===== config.mk =====
export PLATFORM = sky130hd
export DESIGN_NAME = mmap_xlate
export DESIGN_NICKNAME = d
export VERILOG_FILES = /design/src/rtl/mmap_pkg.sv /design/src/rtl/mmap_regs.sv /design/src/rtl/mmap_window.sv /design/src/rtl/mmap_pins.sv /design/src/rtl/mmap_xlate.sv
export SDC_FILE = /design/constraint.sdc
export NUM_CORES = 1
export LEC_CHECK = 0
export BUFFER_PORTS_ARGS = -buffer_cell sky130_fd_sc_hd__clkbuf_2
export CAP_MARGIN = 15
export CORE_MARGIN = 2
export CORE_UTILIZATION = 49
export DETAILED_ROUTE_END_ITERATION = 8
export GPL_TIMING_DRIVEN = 0
export PLACE_DENSITY = 0.84
export SLEW_MARGIN = 20
export SYNTH_ARGS = -nofsm -noshare
export SYNTH_HDL_FRONTEND = slang
export SYNTH_SLANG_ARGS = --single-unit

===== constraint.sdc =====
create_clock -name clk -period 2.3 [get_ports clk]
set_input_delay 0.115 -clock clk [delete_from_list [all_inputs] [get_ports clk]]
set_output_delay 0.115 -clock clk [all_outputs]
set_load 0.005 [all_outputs]

===== src/rtl/mmap_pkg.sv =====
package mmap_pkg;
  localparam int NWIN = 2;
  localparam int XW   = 6;   // XA[18:13]
  localparam int PASS_PINS = 3; // pins carrying XA[15:13]

  typedef enum logic [2:0] {
    RG_REGS = 3'd0,
    RG_RAM  = 3'd1,
    RG_EE   = 3'd2,
    RG_ROM  = 3'd3,
    RG_EXT  = 3'd4
  } region_e;

  typedef enum logic [1:0] {
    SZ_OFF = 2'b00,
    SZ_8K  = 2'b01,
    SZ_16K = 2'b10,
    SZ_32K = 2'b11
  } win_size_e;
endpackage


===== src/rtl/mmap_regs.sv =====
module mmap_regs
  import mmap_pkg::*;
(
  input  logic                      clk,
  input  logic                      rst_n,
  input  logic                      wr_en,
  input  logic [2:0]                wr_addr,
  input  logic [7:0]                wr_data,
  input  logic [2:0]                rd_addr,
  output logic [7:0]                rd_data,
  output logic [XW-1:0]             pga,
  output logic [NWIN-1:0][1:0]      win_size,
  output logic [NWIN-1:0][2:0]      win_base,
  output logic [NWIN-1:0][XW-1:0]   win_bank
);
  logic [XW-1:0]           pga_d;
  logic [NWIN-1:0][1:0]    size_d;
  logic [NWIN-1:0][2:0]    base_d;
  logic [NWIN-1:0][XW-1:0] bank_d;

  always_comb begin
    pga_d  = pga;
    size_d = win_size;
    base_d = win_base;
    bank_d = win_bank;
    case (wr_addr)
      3'd0: pga_d = wr_data[XW-1:0];
      3'd1: size_d = {wr_data[3:2], wr_data[1:0]};
      3'd2: base_d = {wr_data[6:4], wr_data[2:0]};
      3'd3: bank_d[0] = wr_data[XW-1:0];
      3'd4: bank_d[1] = wr_data[XW-1:0];
      default: ;
    endcase
  end

  always_ff @(posedge clk or negedge rst_n) begin
    if (!rst_n) begin
      pga      <= '0;
      win_size <= '0;
      win_base <= '0;
      win_bank <= '0;
    end else if (wr_en) begin
      pga      <= pga_d;
      win_size <= size_d;
      win_base <= base_d;
      win_bank <= bank_d;
    end
  end

  always_comb begin
    case (rd_addr)
      3'd0:    rd_data = {2'b00, pga};
      3'd1:    rd_data = {4'b0000, win_size[1], win_size[0]};
      3'd2:    rd_data = {1'b0, win_base[1], 1'b0, win_base[0]};
      3'd3:    rd_data = {2'b00, win_bank[0]};
      3'd4:    rd_data = {2'b00, win_bank[1]};
      default: rd_data = 8'h00;
    endcase
  end
endmodule


===== src/rtl/mmap_window.sv =====
module mmap_window
  import mmap_pkg::*;
(
  input  logic [1:0]    size,
  input  logic [2:0]    base,
  input  logic [XW-1:0] bank,
  input  logic [2:0]    a_hi,    // CPU A[15:13]
  output logic          hit,
  output logic [XW-1:0] xa,
  output logic [XW-1:0] used
);
  always_comb begin
    case (win_size_e'(size))
      SZ_8K: begin
        hit  = (a_hi == base);
        xa   = bank;
        used = 6'b111111;
      end
      SZ_16K: begin
        hit  = (a_hi[2:1] == base[2:1]);
        xa   = {bank[5:1], a_hi[0]};
        used = 6'b111110;
      end
      SZ_32K: begin
        hit  = (a_hi[2] == base[2]);
        xa   = {bank[5:2], a_hi[1:0]};
        used = 6'b111100;
      end
      default: begin
        hit  = 1'b0;
        xa   = {3'b000, a_hi};
        used = 6'b000000;
      end
    endcase
  end
endmodule


===== src/rtl/mmap_pins.sv =====
module mmap_pins
  import mmap_pkg::*;
(
  input  logic [XW-1:0] pga,
  input  logic [XW-1:0] used,
  input  logic [XW-1:0] xa,
  input  logic [XW-1:0] gpio_do,
  input  logic [XW-1:0] gpio_oe,
  output logic [XW-1:0] pin_out,
  output logic [XW-1:0] pin_oe
);
  for (genvar k = 0; k < XW; k++) begin : g_pin
    logic addr_mode;
    if (k < PASS_PINS) begin : g_pass
      // lower lines still carry the CPU address when no window claims them
      assign addr_mode = pga[k];
    end else begin : g_bank
      assign addr_mode = pga[k] & used[k];
    end
    assign pin_out[k] = addr_mode ? xa[k] : gpio_do[k];
    assign pin_oe[k]  = addr_mode ? 1'b1  : gpio_oe[k];
  end
endmodule


===== src/rtl/mmap_xlate.sv =====
module mmap_xlate
  import mmap_pkg::*;
#(
  parameter logic [15:0] REG_BASE    = 16'h0000,
  parameter int          REG_SIZE    = 128,
  parameter logic [15:0] RAM_BASE    = 16'h0080,
  parameter int          RAM_SIZE    = 768,
  parameter logic [15:0] EE_BASE     = 16'h0D80,
  parameter int          EE_SIZE     = 640,
  parameter logic [15:0] ROM_HI_BASE = 16'hA000,
  parameter logic [15:0] ROM_LO_BASE = 16'h2000,
  parameter logic [15:0] ROM_LO_LAST = 16'h7FFF,
  parameter logic [5:0]  VEC_XMEM_XA = 6'b000011,
  parameter logic [5:0]  VEC_TOP_XA  = 6'b000111
) (
  input  logic         clk,
  input  logic         rst_n,
  input  logic         wr_en,
  input  logic [2:0]   wr_addr,
  input  logic [7:0]   wr_data,
  input  logic [2:0]   rd_addr,
  output logic [7:0]   rd_data,
  input  logic [15:0]  addr,
  input  logic         vec_fetch,
  input  logic         xmem_en,
  input  logic         rom_en,
  input  logic         rom_low,
  input  logic [5:0]   gpio_do,
  input  logic [5:0]   gpio_oe,
  output logic [5:0]   xa_hi,
  output logic [2:0]   region,
  output logic [5:0]   pin_out,
  output logic [5:0]   pin_oe
);
  localparam int REG_LO = int'(REG_BASE);
  localparam int REG_HI = REG_LO + REG_SIZE;
  localparam int RAM_LO = int'(RAM_BASE);
  localparam int RAM_HI = RAM_LO + RAM_SIZE;
  localparam int EE_LO  = int'(EE_BASE);
  localparam int EE_HI  = EE_LO + EE_SIZE;

  // reset: asserted asynchronously, released on the clock
  logic [1:0] rst_sync;
  logic       rst_q;
  always_ff @(posedge clk or negedge rst_n) begin
    if (!rst_n) rst_sync <= 2'b00;
    else        rst_sync <= {rst_sync[0], 1'b1};
  end
  assign rst_q = rst_sync[1];

  logic [XW-1:0]           pga;
  logic [NWIN-1:0][1:0]    win_size;
  logic [NWIN-1:0][2:0]    win_base;
  logic [NWIN-1:0][XW-1:0] win_bank;

  mmap_regs u_regs (
    .clk(clk), .rst_n(rst_q), .wr_en(wr_en), .wr_addr(wr_addr),
    .wr_data(wr_data), .rd_addr(rd_addr), .rd_data(rd_data),
    .pga(pga), .win_size(win_size), .win_base(win_base), .win_bank(win_bank)
  );

  logic [NWIN-1:0]         hit;
  logic [NWIN-1:0][XW-1:0] wxa;
  logic [NWIN-1:0][XW-1:0] wused;

  for (genvar w = 0; w < NWIN; w++) begin : g_win
    mmap_window u_win (
      .size(win_size[w]), .base(win_base[w]), .bank(win_bank[w]),
      .a_hi(addr[15:13]), .hit(hit[w]), .xa(wxa[w]), .used(wused[w])
    );
  end

  logic [XW-1:0] xa_win;
  logic [XW-1:0] used_any;
  always_comb begin
    xa_win   = {3'b000, addr[15:13]};
    used_any = '0;
    for (int i = NWIN - 1; i >= 0; i--) begin
      used_any = used_any | wused[i];
      if (hit[i]) xa_win = wxa[i];   // lowest index wins
    end
  end

  logic in_reg, in_ram, in_ee, in_rom;
  int   a_i;
  always_comb begin
    a_i    = int'({16'd0, addr});
    in_reg = (a_i >= REG_LO) && (a_i < REG_HI);
    in_ram = (a_i >= RAM_LO) && (a_i < RAM_HI);
    in_ee  = (a_i >= EE_LO)  && (a_i < EE_HI);
    in_rom = rom_en && (xa_win[5:3] == 3'b000) &&
             (rom_low ? ((addr >= ROM_LO_BASE) && (addr <= ROM_LO_LAST))
                      : (addr >= ROM_HI_BASE));
  end

  region_e rg;
  always_comb begin
    if (vec_fetch) begin
      if (xmem_en) begin
        xa_hi = VEC_XMEM_XA;
        rg    = RG_EXT;
      end else begin
        xa_hi = VEC_TOP_XA;
        rg    = (rom_en && !rom_low) ? RG_ROM : RG_EXT;
      end
    end else begin
      xa_hi = xa_win;
      if      (in_reg) rg = RG_REGS;
      else if (in_ram) rg = RG_RAM;
      else if (in_ee)  rg = RG_EE;
      else if (in_rom) rg = RG_ROM;
      else             rg = RG_EXT;
    end
  end
  assign region = rg;

  mmap_pins u_pins (
    .pga(pga), .used(used_any), .xa(xa_hi), .gpio_do(gpio_do),
    .gpio_oe(gpio_oe), .pin_out(pin_out), .pin_oe(pin_oe)
  );
endmodule


# Yosys cells after proc, flatten, opt, wreduce, memory -nomap -nowiden
# Index checks and enable logic that the tools add are counted.
[totals]
reg_bits = 30
inputBits = 49
word_cells = 86
[op_classes]
n_reduce_logical = 15
mux = 31
bitwise_logic = 4
order_cmp = 8
n_eq_ne = 20
[ops]
columns = ["operator", "n"]
rows = [
  ["6-bit case mux with 3 select lines", 4],
  ["7-bit case mux with 5 select lines", 1],
  ["3-bit two-way mux", 8],
  ["6-bit two-way mux", 3],
  ["16-bit by 12-bit >= comparator with 1-bit output, second input constant", 1],
  ["16-bit by 14-bit >= comparator with 1-bit output, second input constant", 1],
  ["16-bit >= comparator, second input constant", 1],
  ["16-bit by 8-bit >= comparator with 1-bit output, second input constant", 1],
  ["16-bit by 15-bit less-or-equal comparator with 1-bit output, second input constant", 1],
  ["16-bit by 10-bit < comparator with 1-bit output, second input constant", 1],
  ["16-bit by 13-bit < comparator with 1-bit output, second input constant", 1],
  ["16-bit by 8-bit < comparator with 1-bit output, second input constant", 1],
  ["1-bit two-way mux", 13],
  ["3-bit by 2-bit equality test with 1-bit output, second input constant", 4],
  ["2-bit AND reduction", 5],
  ["3-bit logical NOT", 3],
  ["2-bit equality test, second input constant", 4],
  ["3-bit by 1-bit equality test with 1-bit output, second input constant", 2],
  ["3-bit equality test", 2],
  ["3-bit equality test, second input constant", 2],
  ["1-bit logical AND", 6],
  ["6-bit OR", 1],
  ["1-bit case mux with 3 select lines", 2],
  ["2-bit by 1-bit equality test with 1-bit output, second input constant", 2],
  ["other kinds (4)", 8],
]

# Depth between registers and ports, before layout
# Gate-level depths: netlist (run 1).
[depth]
depth_word = 12
depth_mapped = 7
ltp_nobuf = 5

# By module
# From an unflattened synthesis (run 1), not the netlist that was laid out.
[unflattened]
hier_cells = 230
hier_area_um2 = 2361.0
[modules_own_cells]
columns = ["mod", "instances", "cells_each", "area_each_um2", "seq_area_each_um2"]
rows = [
  ["mmap_regs", 1, 100, 1365.1, 700.7],
  ["mmap_window", 2, 31, 229.0, 0.0],
  ["mmap_xlate", 1, 53, 410.4, 50.0],
  ["mmap_pins", 1, 15, 127.6, 0.0],
]

# Worst setup path after synthesis (run 1)
# Ideal clock, no wire load.
[synth_timing]
path_type = "flip-flop to output port"
from = "register u_regs.win_base[4] (netlist bit)"
to = "output port pin_out[1]"
path_stages_with_launch = 6
path_buffers = 0
arrival_ps = 1680
setup_slack_ps = 505
cell_sequence = "dfrtp_1 > xor2_1 > a211o_1 > or4_1 > a21oi_1 > o31ai_1"
[synth_via]
elab_chain_len = 6
elab_cells_between_ends = 7
cone_classes = "2 x eq/ne; 5 x mux"
[synth_lines]
columns = ["item", "line", "text"]
rows = [
  ["start, declared", "mmap_regs.sv:13", "output logic [NWIN-1:0][2:0] win_base,"],
  ["start signal, assigned", "mmap_regs.sv:45", "win_base <= base_d;"],
  ["3-bit equality test / 2-bit equality test (equally long branches)", "mmap_window.sv:15, mmap_window.sv:20", ""],
  ["1-bit case mux with 3 select lines (*)", "mmap_window.sv:13", "case (win_size_e'(size))"],
  ["6-bit two-way mux (*) (2 in series)", "mmap_xlate.sv:80", "if (hit[i]) xa_win = wxa[i];"],
  ["6-bit two-way mux (*)", "mmap_xlate.sv:98", "if (vec_fetch) begin"],
  ["1-bit two-way mux (*)", "mmap_pins.sv:20", "assign pin_out[k] = addr_mode ? xa[k] : gpio_do[k];"],
  ["end, declared", "mmap_xlate.sv:32", "output logic [5:0] pin_out,"],
]
# Every way passes the cells marked *; elsewhere a longest branch is shown, timed or not.

# Final worst setup path (run 1)
[layout_timing]
from = "register u_regs.win_base[5] (netlist bit)"
to = "output port pin_out[1]"
[layout_via]
elab_chain_len = 6
elab_cells_between_ends = 8
cone_classes = "3 x eq/ne; 5 x mux"
[layout_lines]
columns = ["item", "line", "text"]
rows = [
  ["3-bit equality test (tied with other cells)", "mmap_window.sv:15", "hit = (a_hi == base);"],
  ["1-bit case mux with 3 select lines (*)", "mmap_window.sv:13", ""],
  ["6-bit two-way mux (*) (2 in series)", "mmap_xlate.sv:80", ""],
  ["6-bit two-way mux (*)", "mmap_xlate.sv:98", ""],
  ["1-bit two-way mux (*)", "mmap_pins.sv:20", ""],
]
# Marks and branches as above.

==> results of run 1 <==
==> flip-flops by register name, indices dropped and copies added, names as in the netlist <==
signal,flops
rst_sync,2
u_regs.pga,6
u_regs.win_bank,12
u_regs.win_base,6
u_regs.win_size,4
==> logic make-up (layout without fill, tap and decap cells) <==
group                     Yosys count  in the layout  share of synthesized area
DFF                                30             30                      0.369
AOI/OAI and AO/OA                  51             51                      0.182
xor gates and xnor gates            9              9                     0.0388
muxes                              37             37                      0.199
and+or+nand+nor                    70             70                      0.172
other                               2              2                    0.00370
buffers and inverters              14             94                     0.0357
==> worst reg2reg max path, delay by kind of cell (launching register included) <==
kind                   cells  cell delay [ns]
multiplexers               1             0.25
flip-flops                 1             0.45
buffers and inverters      1             0.15
==> Yosys cell counts (2+ instances only) <==
master	number	area [um2]
o31ai_1	9	67.6
a31oi_1	3	18.8
or4_1	2	15.0
clkbuf_1	2	7.51
and3_1	2	12.5
mux2_2	27	304
conb_1	2	7.51
nand3_1	2	10.0
xor2_1	6	52.6
xnor2_1	3	26.3
o22ai_1	4	25.0
buf_2	4	20.0
inv_1	4	15.0
o21ai_0	8	40.0
a211oi_2	2	25.0
mux2i_1	10	100
nand2b_1	8	50.1
nor2_1	17	63.8
a22oi_1	3	22.5
nor4_1	2	12.5
a22o_1	2	17.5
nor2b_1	3	18.8
a21oi_1	6	30.0
nor3_1	2	10.0
or2_2	4	25.0
dfrtp_1	30	751
a21o_1	3	22.5
nand2_1	22	82.6
buf_4	2	15.0
==> through the flow <==
| step | hold slack [ns] | setup WS [ns] | instances | total power, uW |
|---|---|---|---|---|
| 2_1_floorplan | -0.181 | 0.505 | 213 | 1180 |
| 3_3_place_gp | -0.0991 | 0.285 | 328 | 1380 |
| 3_5_place_dp | -0.0985 | 0.256 | 328 | 1410 |
| 4_1_cts | 0.0598 | 0.00629 | 338 | 1820 |
| 5_1_grt | 0.0858 | -0.0409 | 343 | 2020 |
| 6_report | 0.0702 | -0.00646 | 343 | 1890 |
==> repair_timing <==
action	in CTS	in global routing
pin swaps	1	6
buffers inserted	2	5
endpoints found under the hold margin	2	0
resized for setup	0	17
hold buffers	1	0
setup endpoints to repair	2	10
==> final cells by class <==
| type | instances | area [um2] |
|---|---|---|
| Fill cell | 326 | 1380 |
| Multi-Input combinational cell | 169 | 1260 |
| Sequential cell | 30 | 756 |
| Timing Repair Buffer | 73 | 392 |
| Clock buffer | 7 | 76.3 |
| Buffer | 10 | 62.6 |
| Tap cell | 50 | 62.6 |
| Inverter | 4 | 15.0 |
==> power by group <==
group	switching [uW]	total, uW	internal [uW]
registers	144	785	641
clock network	172	379	207
logic	351	730	379
==> worst max path at each step <==
stage	from	end	slack, ns	depth (start not counted)
final	u_regs.win_base[5]	pin_out[1]	-0.006	6
after global routing	u_regs.win_size[1]	pin_out[3]	-0.04	8
after CTS	u_regs.win_size[0]	region[2]	0.006	8
after detailed placement	u_regs.win_base[4]	pin_out[1]	0.26	6
after global placement	u_regs.win_base[4]	xa_hi[1]	0.29	6
after floorplan	u_regs.win_base[4]	pin_out[1]	0.50	5
==> metal layers <==
layer / vias up / routed length, um / part of all wire / GRT usage
li1: 936 / - / - / -
met1: 898 / 2260 / 0.42 / 0.311
met2: 88 / 2610 / 0.48 / 0.391
met3: 7 / 475 / 0.088 / 0.0510
met4: 0 / 70 / 0.013 / 0.100
met5: - / 0 / 0 / 0
==> out/summary.txt, run 1 <==
Clock Latency Late Sink: 0.28 ns
H-Tree Depth: 2
Nets@finish: 342
Largest net degree at the start of global routing: 29
Worst Setup Start Kind: register
Worst Path Max Fanout: 5
Hold Path Sink: u_regs.win_base[5]
Final Slew Violations: 0
Die area: 4680 um2
Clk_skew: 0.00618 ns
ANT nets after route: 0
1st-pass router iterations: 4
Post-synth EDFFs: 0
Antenna violations before repair: 0
Peak VDD IR: 541 uV
Leak: 0.00122 uW
Failing checks: setup timing
Netlist Area Pre-Place: 2030 um2
Worst setup EP type: output port
Finished Core Util: 0.655
CP Class: register to output port
Fmax: 434 MHz
Most frequent cells in the layout: clkbuf_2 (65), mux2_2 (27), dfrtp_1 (26), nand2_1 (22), nor2_1 (16)
Max clock buf depth: 2
First-pass GRT wire length: 8130 um
Final Wtd Congestion: 0.910
Grt ovf: 0
CTS buffer count: 5
Via Count: 1929
CP cell instances: xor2_2 -> a211o_1 -> or4_4 -> a21oi_2 -> o31ai_1 -> clkbuf_2
Commonest non-fill, non-tap cell in the layout: clkbuf_2
Fin area: 2620 um2
Hold wc startpoint: wr_data[6]
P per Cell Area: 723 nW/um2
PortBufs: 65
Worst R2R End: u_regs.win_base[5]
Area Overhead vs Synth: 29.0%
Post-synthesis sequential area ratio: 0.369
DRC: 0
Cells after Synth: 213
RSZ-0062 raised after global routing: true
Min cycle time layout: 2.31 ns
Floorplan row count: 23
CP bufs+invs: 1
Hold Path Class: primary input to register
Mapped Nets: 262
Wire per inst: 15.8 um
CTS tree: built
Worst reg2reg path depth: 2
Worst rel slew slack: 0.266
Worst slew pin tran: 1.09 ns
GRT Util Overall: 0.241
FF-to-FF setup slack: 1.34 ns
Hold path depth: 2
FF-to-FF Start: u_regs.win_base[5]
Setup TNS: -0.0104 ns
# IOs: 78
Status: finished, violations left
Post-synthesis cell type count: 48
Number of global-route vias before repair: 1720
Clock root cell: clkbuf_8
Final worst path period share: 1.00
Initial Util: 0.508
Die width: 68.4 um
Layout cells sized above 1: 0.451
Final Setup Violations: 2
Req. time, crit path: 2.18 ns
Ys flop type: dfrtp_1
Slowest CP cell: or4_4
Core box area: 4000 um2
Syn_area_per_cell: 9.54 um2
Family with the most delay on the worst path: compound AO/OA/AOI/OAI gates
Clk sinks: 30
Crit path arrival time: 2.19 ns
CP peak stage delay: 0.54 ns
Dpl cell area: 2420 um2
MaxCap Viol Count: 0
Vias/cell: 5.62
Clock Pin Slew Worst Setup and Hold Paths: 0.05 ns
ANT cells: 0
Vert. Die Dim: 68.4 um
Drt total wl: 5420 um
YS warnings: 0
Final setup margin: -0.00646 ns
Async S/R FF share, synth: 1.00
Drt first-iter violations: 80
Endpoints failing hold: 0
Synth Register Bits: 30
Hpwl dp: 3980 um
Power figures use the tool's default switching activity.
==> inputs of run 2 (changes only) <==
PLACE_DENSITY = 0.88   (was 0.84)
==> out/summary.txt, run 2 (synthesized netlist as in run 1, its figures left out) <==
Fraction of power consumed by sequential logic: 0.419
H-Tree Depth: 2
Endpoints failing hold: 0
Final Wtd Congestion: 0.955
RSZ-0062 raised after global routing: true
Total design power: 1850 uW
Die area: 4680 um2
Final worst path period share: 1.00
Via Count: 1925
Slowest CP cell: or4_4
DRC: 0
CP peak stage delay: 0.53 ns
Power share of the clock group: 0.208
Combinational power share: 0.373
Req. time, crit path: 2.18 ns
Commonest non-fill, non-tap cell in the layout: clkbuf_2
Final Setup Violations: 1
CP cell instances: xor2_2 -> a211o_2 -> or4_4 -> a21oi_2 -> o21ai_1 -> clkbuf_2
Net Sw Power: 658 uW
CTS buffer count: 5
Vert. Die Dim: 68.4 um
Worst setup EP type: output port
CTS tree: built
Failing checks: setup timing
# IOs: 78
Leak: 0.00121 uW
Status: finished, violations left
Dpl cell area: 2420 um2
Largest net degree at the start of global routing: 29
Max FFs per register: 12
Most frequent cells in the layout: clkbuf_2 (65), mux2_2 (27), dfrtp_1 (27), nand2_1 (22), nor2_1 (16)
Wire per inst: 15.3 um
Antenna violations before repair: 0
Floorplan row count: 23
Hpwl dp: 3950 um
GRT Util Overall: 0.225
Worst Setup Start Kind: register
Grt ovf: 0
CP Class: register to output port
Final setup margin: -0.00277 ns
Register name with the most flops: u_regs.win_bank
Area Overhead vs Synth: 27.3%
First-pass GRT wire length: 7710 um
Sw Ratio: 0.355
Worst rel slew slack: 0.282
ANT cells: 0
Clock Pin Slew Worst Setup and Hold Paths: 0.06 ns
Clk sinks: 30
Min cycle time layout: 2.30 ns
Hold Path Class: primary input to register
Clock Latency Late Sink: 0.28 ns
Worst slack, placed: 0.289 ns
ANT nets after route: 0
Int Power: 1190 uW
Initial Util: 0.508
Crit path arrival time: 2.19 ns
Clock root cell: clkbuf_8
Max clock buf depth: 2
PortBufs: 65
Core box area: 4000 um2
P per Cell Area: 716 nW/um2
Number of global-route vias before repair: 1690
Worst slew pin tran: 1.07 ns
Clk_skew: 0.00439 ns
Biggest regs: u_regs.win_bank (12), u_regs.pga (6), u_regs.win_base (6)
Vias/cell: 5.70
Worst Path Max Fanout: 6
Die width: 68.4 um
Nets@finish: 337
Fmax: 434 MHz
Peak VDD IR: 527 uV
Layout cells sized above 1: 0.451
1st-pass router iterations: 4
Drt total wl: 5170 um
Final Slew Violations: 0
Drt first-iter violations: 94
Fin area: 2590 um2
MaxCap Viol Count: 0
-- run 2: cell count changes in the layout (fill, tap and decap cells not counted), sizes merged --
cell	before	now
buf	14	9
clkbuf	75	73
clkinv	0	2
-- run 2: repair_timing --
| action | 4_1_cts | 5_1_grt |
|---|---|---|
| buffers inserted | 0 | 2 |
| setup endpoints to repair | 2 | 10 |
| hold buffers | 1 | 0 |
| endpoints found under the hold margin | 2 | 0 |
| gates resized for setup | 0 | 17 |
| pin swaps | 1 | 5 |
-- run 2: per-stage QoR --
stage               TNS [ns]  utilization  hold slack [ns]  cells
global placement           0        0.605          -0.0994    328
floorplan                  0            -           -0.181    213
finish              -0.00277        0.647           0.0651    338
detailed placement         0        0.605          -0.0985    328
CTS                        0        0.627           0.0613    336
global route         -0.0626        0.647           0.0822    338
-- run 2: final timing paths --
kind,startpoint,endpoint,slack (ns),cells past startpoint
setup / recovery,u_regs.win_base[4],xa_hi[1],-0.003,6
hold / removal,wr_data[6],u_regs.win_base[5],0.07,2
setup reg to reg,u_regs.win_size[0],u_regs.win_size[0],1.38,2
hold reg to reg,rst_sync[1],u_regs.win_base[2],0.28,0
max in group asynchronous,rst_sync[1],u_regs.win_size[2],1.58,0
min in group asynchronous,rst_n,rst_sync[0],0.14,2
-- run 2: area by class of cell --
class,count,area [um2]
multi-input cells,169,1260
flip-flops and latches,30,754
clock buffers,5,68.8
repair buffers,68,350
clock inverters,2,10.0
fillers,348,1410
well taps,50,62.6
plain buffers,10,62.6
inverters,4,15.0
-- run 2: per-layer routing --
layer	wire, um	global-route usage	up-vias
li1	-	-	925
met1	2270	0.303	913
met2	2450	0.363	79
met3	396	0.0444	8
met4	57	0.0725	0
met5	0	0	-
-- run 2: worst max-delay path: cells and delay by family (launching register included) --
family / cells / cell delay, ns
AOI/OAI and AO/OA: 3 / 0.68
buffers and inverters: 1 / 0.11
xor gates and xnor gates: 1 / 0.17
and+or+nand+nor: 1 / 0.53
DFF: 1 / 0.41
-- run 2: power by group through the flow --
stage	logic, uW	registers, uW	clock network (uW)
2_1_floorplan	448	727	0
3_3_place_gp	613	770	0
3_5_place_dp	632	776	0
4_1_cts	636	767	392
5_1_grt	768	792	412
6_report	690	776	386
==> inputs of run 3 (changes only) <==
MAX_ROUTING_LAYER = met4   (was default)
==> out/summary.txt, run 3 (synthesized netlist as in run 1, its figures left out) <==
Sw Ratio: 0.355
DRC: 0
Register name with the most flops: u_regs.win_bank
Clk sinks: 30
Hpwl dp: 3950 um
Worst rel slew slack: 0.284
Antenna violations before repair: 0
Nets@finish: 337
Commonest non-fill, non-tap cell in the layout: clkbuf_2
Hold Path Class: primary input to register
Final Wtd Congestion: 0.973
Clock Pin Slew Worst Setup and Hold Paths: 0.06 ns
Worst setup EP type: output port
Net Sw Power: 658 uW
Reg area: 754 um2
Final setup margin: -0.00249 ns
Clock root cell: clkbuf_8
Setup TNS: -0.00249 ns
FF-to-FF setup slack: 1.38 ns
RSZ-0062 raised after global routing: true
CTS buffer count: 5
Placed Cells: 328
Combinational power share: 0.373
Final Slew Violations: 0
Footprint of the multi-input gates: 1260 um2
Layout cells sized above 1: 0.451
Fmax: 434 MHz
Max FFs per register: 12
Crit path depth: 6
Slowest CP cell: or4_4
Wire per inst: 15.2 um
Grt ovf: 0
Worst reg2reg path depth: 2
Drt first-iter violations: 98
Fin cells: 338
First-pass GRT wire length: 7700 um
Status: finished, violations left
PortBufs: 65
ANT cells: 0
Largest net degree at the start of global routing: 29
H-Tree Depth: 2
Endpoints failing hold: 0
Family with the most delay on the worst path: compound AO/OA/AOI/OAI gates
P per Cell Area: 715 nW/um2
Leak: 0.00121 uW
CTS tree: built
Clk_skew: 0.00425 ns
Max clock buf depth: 2
Clock Latency Late Sink: 0.28 ns
1st-pass router iterations: 4
Failing checks: setup timing
Fraction of power consumed by sequential logic: 0.419
Fillcell total: 348
ANT nets after route: 0
Final worst path period share: 1.00
Core box area: 4000 um2
Int Power: 1190 uW
FF-to-FF Start: u_regs.win_size[0]
Floorplan row count: 23
Worst Path Max Fanout: 6
Die width: 68.4 um
Min cycle time layout: 2.30 ns
Fin area: 2590 um2
CP Class: register to output port
Most frequent cells in the layout: clkbuf_2 (65), mux2_2 (27), dfrtp_1 (27), nand2_1 (22), nor2_1 (16)
Initial Util: 0.508
Crit path arrival time: 2.19 ns
CP cell instances: xor2_2 -> a211o_2 -> or4_4 -> a21oi_2 -> o21ai_1 -> clkbuf_2
Dpl cell area: 2420 um2
Worst slew pin tran: 1.07 ns
Vert. Die Dim: 68.4 um
Worst R2R End: u_regs.win_size[0]
GRT Util Overall: 0.231
Worst Setup Start Kind: register
Vias/cell: 5.71
Req. time, crit path: 2.18 ns
Final Setup Violations: 1
Peak VDD IR: 527 uV
Drt total wl: 5140 um
# IOs: 78
CP peak stage delay: 0.53 ns
Power share of the clock group: 0.208
Crit path from: u_regs.win_base[4]
CP bufs+invs: 1
Number of global-route vias before repair: 1692
Via Count: 1929
Critical path capture point: xa_hi[1]
Area Overhead vs Synth: 27.3%
Biggest regs: u_regs.win_bank (12), u_regs.pga (6), u_regs.win_base (6)
MaxCap Viol Count: 0
Die area: 4680 um2
==> run 3: power groups by stage <==
stage / sequential (uW) / clock [uW] / combinational (uW)
after CTS: 767 / 392 / 636
after floorplan: 727 / 0 / 448
after global placement: 770 / 0 / 613
after detailed placement: 776 / 0 / 632
after global routing: 792 / 412 / 768
final: 776 / 386 / 690
==> run 3: final cells by class <==
type | instances | share of cell area
repair buffers | 68 | 0.135
clock inverters | 2 | 0.00387
flip-flops and latches | 30 | 0.292
clock buffers | 5 | 0.0266
multi-input cells | 169 | 0.488
plain buffers | 10 | 0.0242
inverters | 4 | 0.00580
well taps | 50 | 0.0242
==> run 3: routing by layer <==
| metal | vias up | GRT usage | share of wire |
|---|---|---|---|
| met5 | - | - | 0 |
| met4 | 0 | 0.0725 | 0.011 |
| met3 | 8 | 0.0444 | 0.080 |
| met2 | 85 | 0.363 | 0.47 |
| met1 | 910 | 0.302 | 0.44 |
| li1 | 926 | - | - |
==> run 3: what timing repair did <==
action,CTS,global route
pin swaps,1,5
hold buffers,1,0
resized for setup,0,17
endpoints found under the setup margin,2,10
endpoints found under the hold margin,2,0
buffers inserted,0,2
==> run 3: how the worst min path moves through the flow <==
stage                     startpoint                  to  cells past startpoint
final                     wr_data[6]  u_regs.win_base[5]                      2
after global routing      wr_data[6]  u_regs.win_base[5]                      2
after CTS                 wr_data[6]  u_regs.win_base[5]                      2
after detailed placement       rst_n         rst_sync[1]                      1
after global placement         rst_n         rst_sync[0]                      1
after floorplan                rst_n         rst_sync[0]                      0
==> run 3: through the flow <==
step / hold slack [ns] / total power, uW / util / worst slack (ns)
after floorplan: -0.181 / 1180 / - / 0.505
after global placement: -0.0994 / 1380 / 0.605 / 0.305
after detailed placement: -0.0985 / 1410 / 0.605 / 0.289
after CTS: 0.0613 / 1800 / 0.627 / 0.0167
after global routing: 0.0822 / 1970 / 0.647 / -0.0307
final: 0.0659 / 1850 / 0.647 / -0.00249
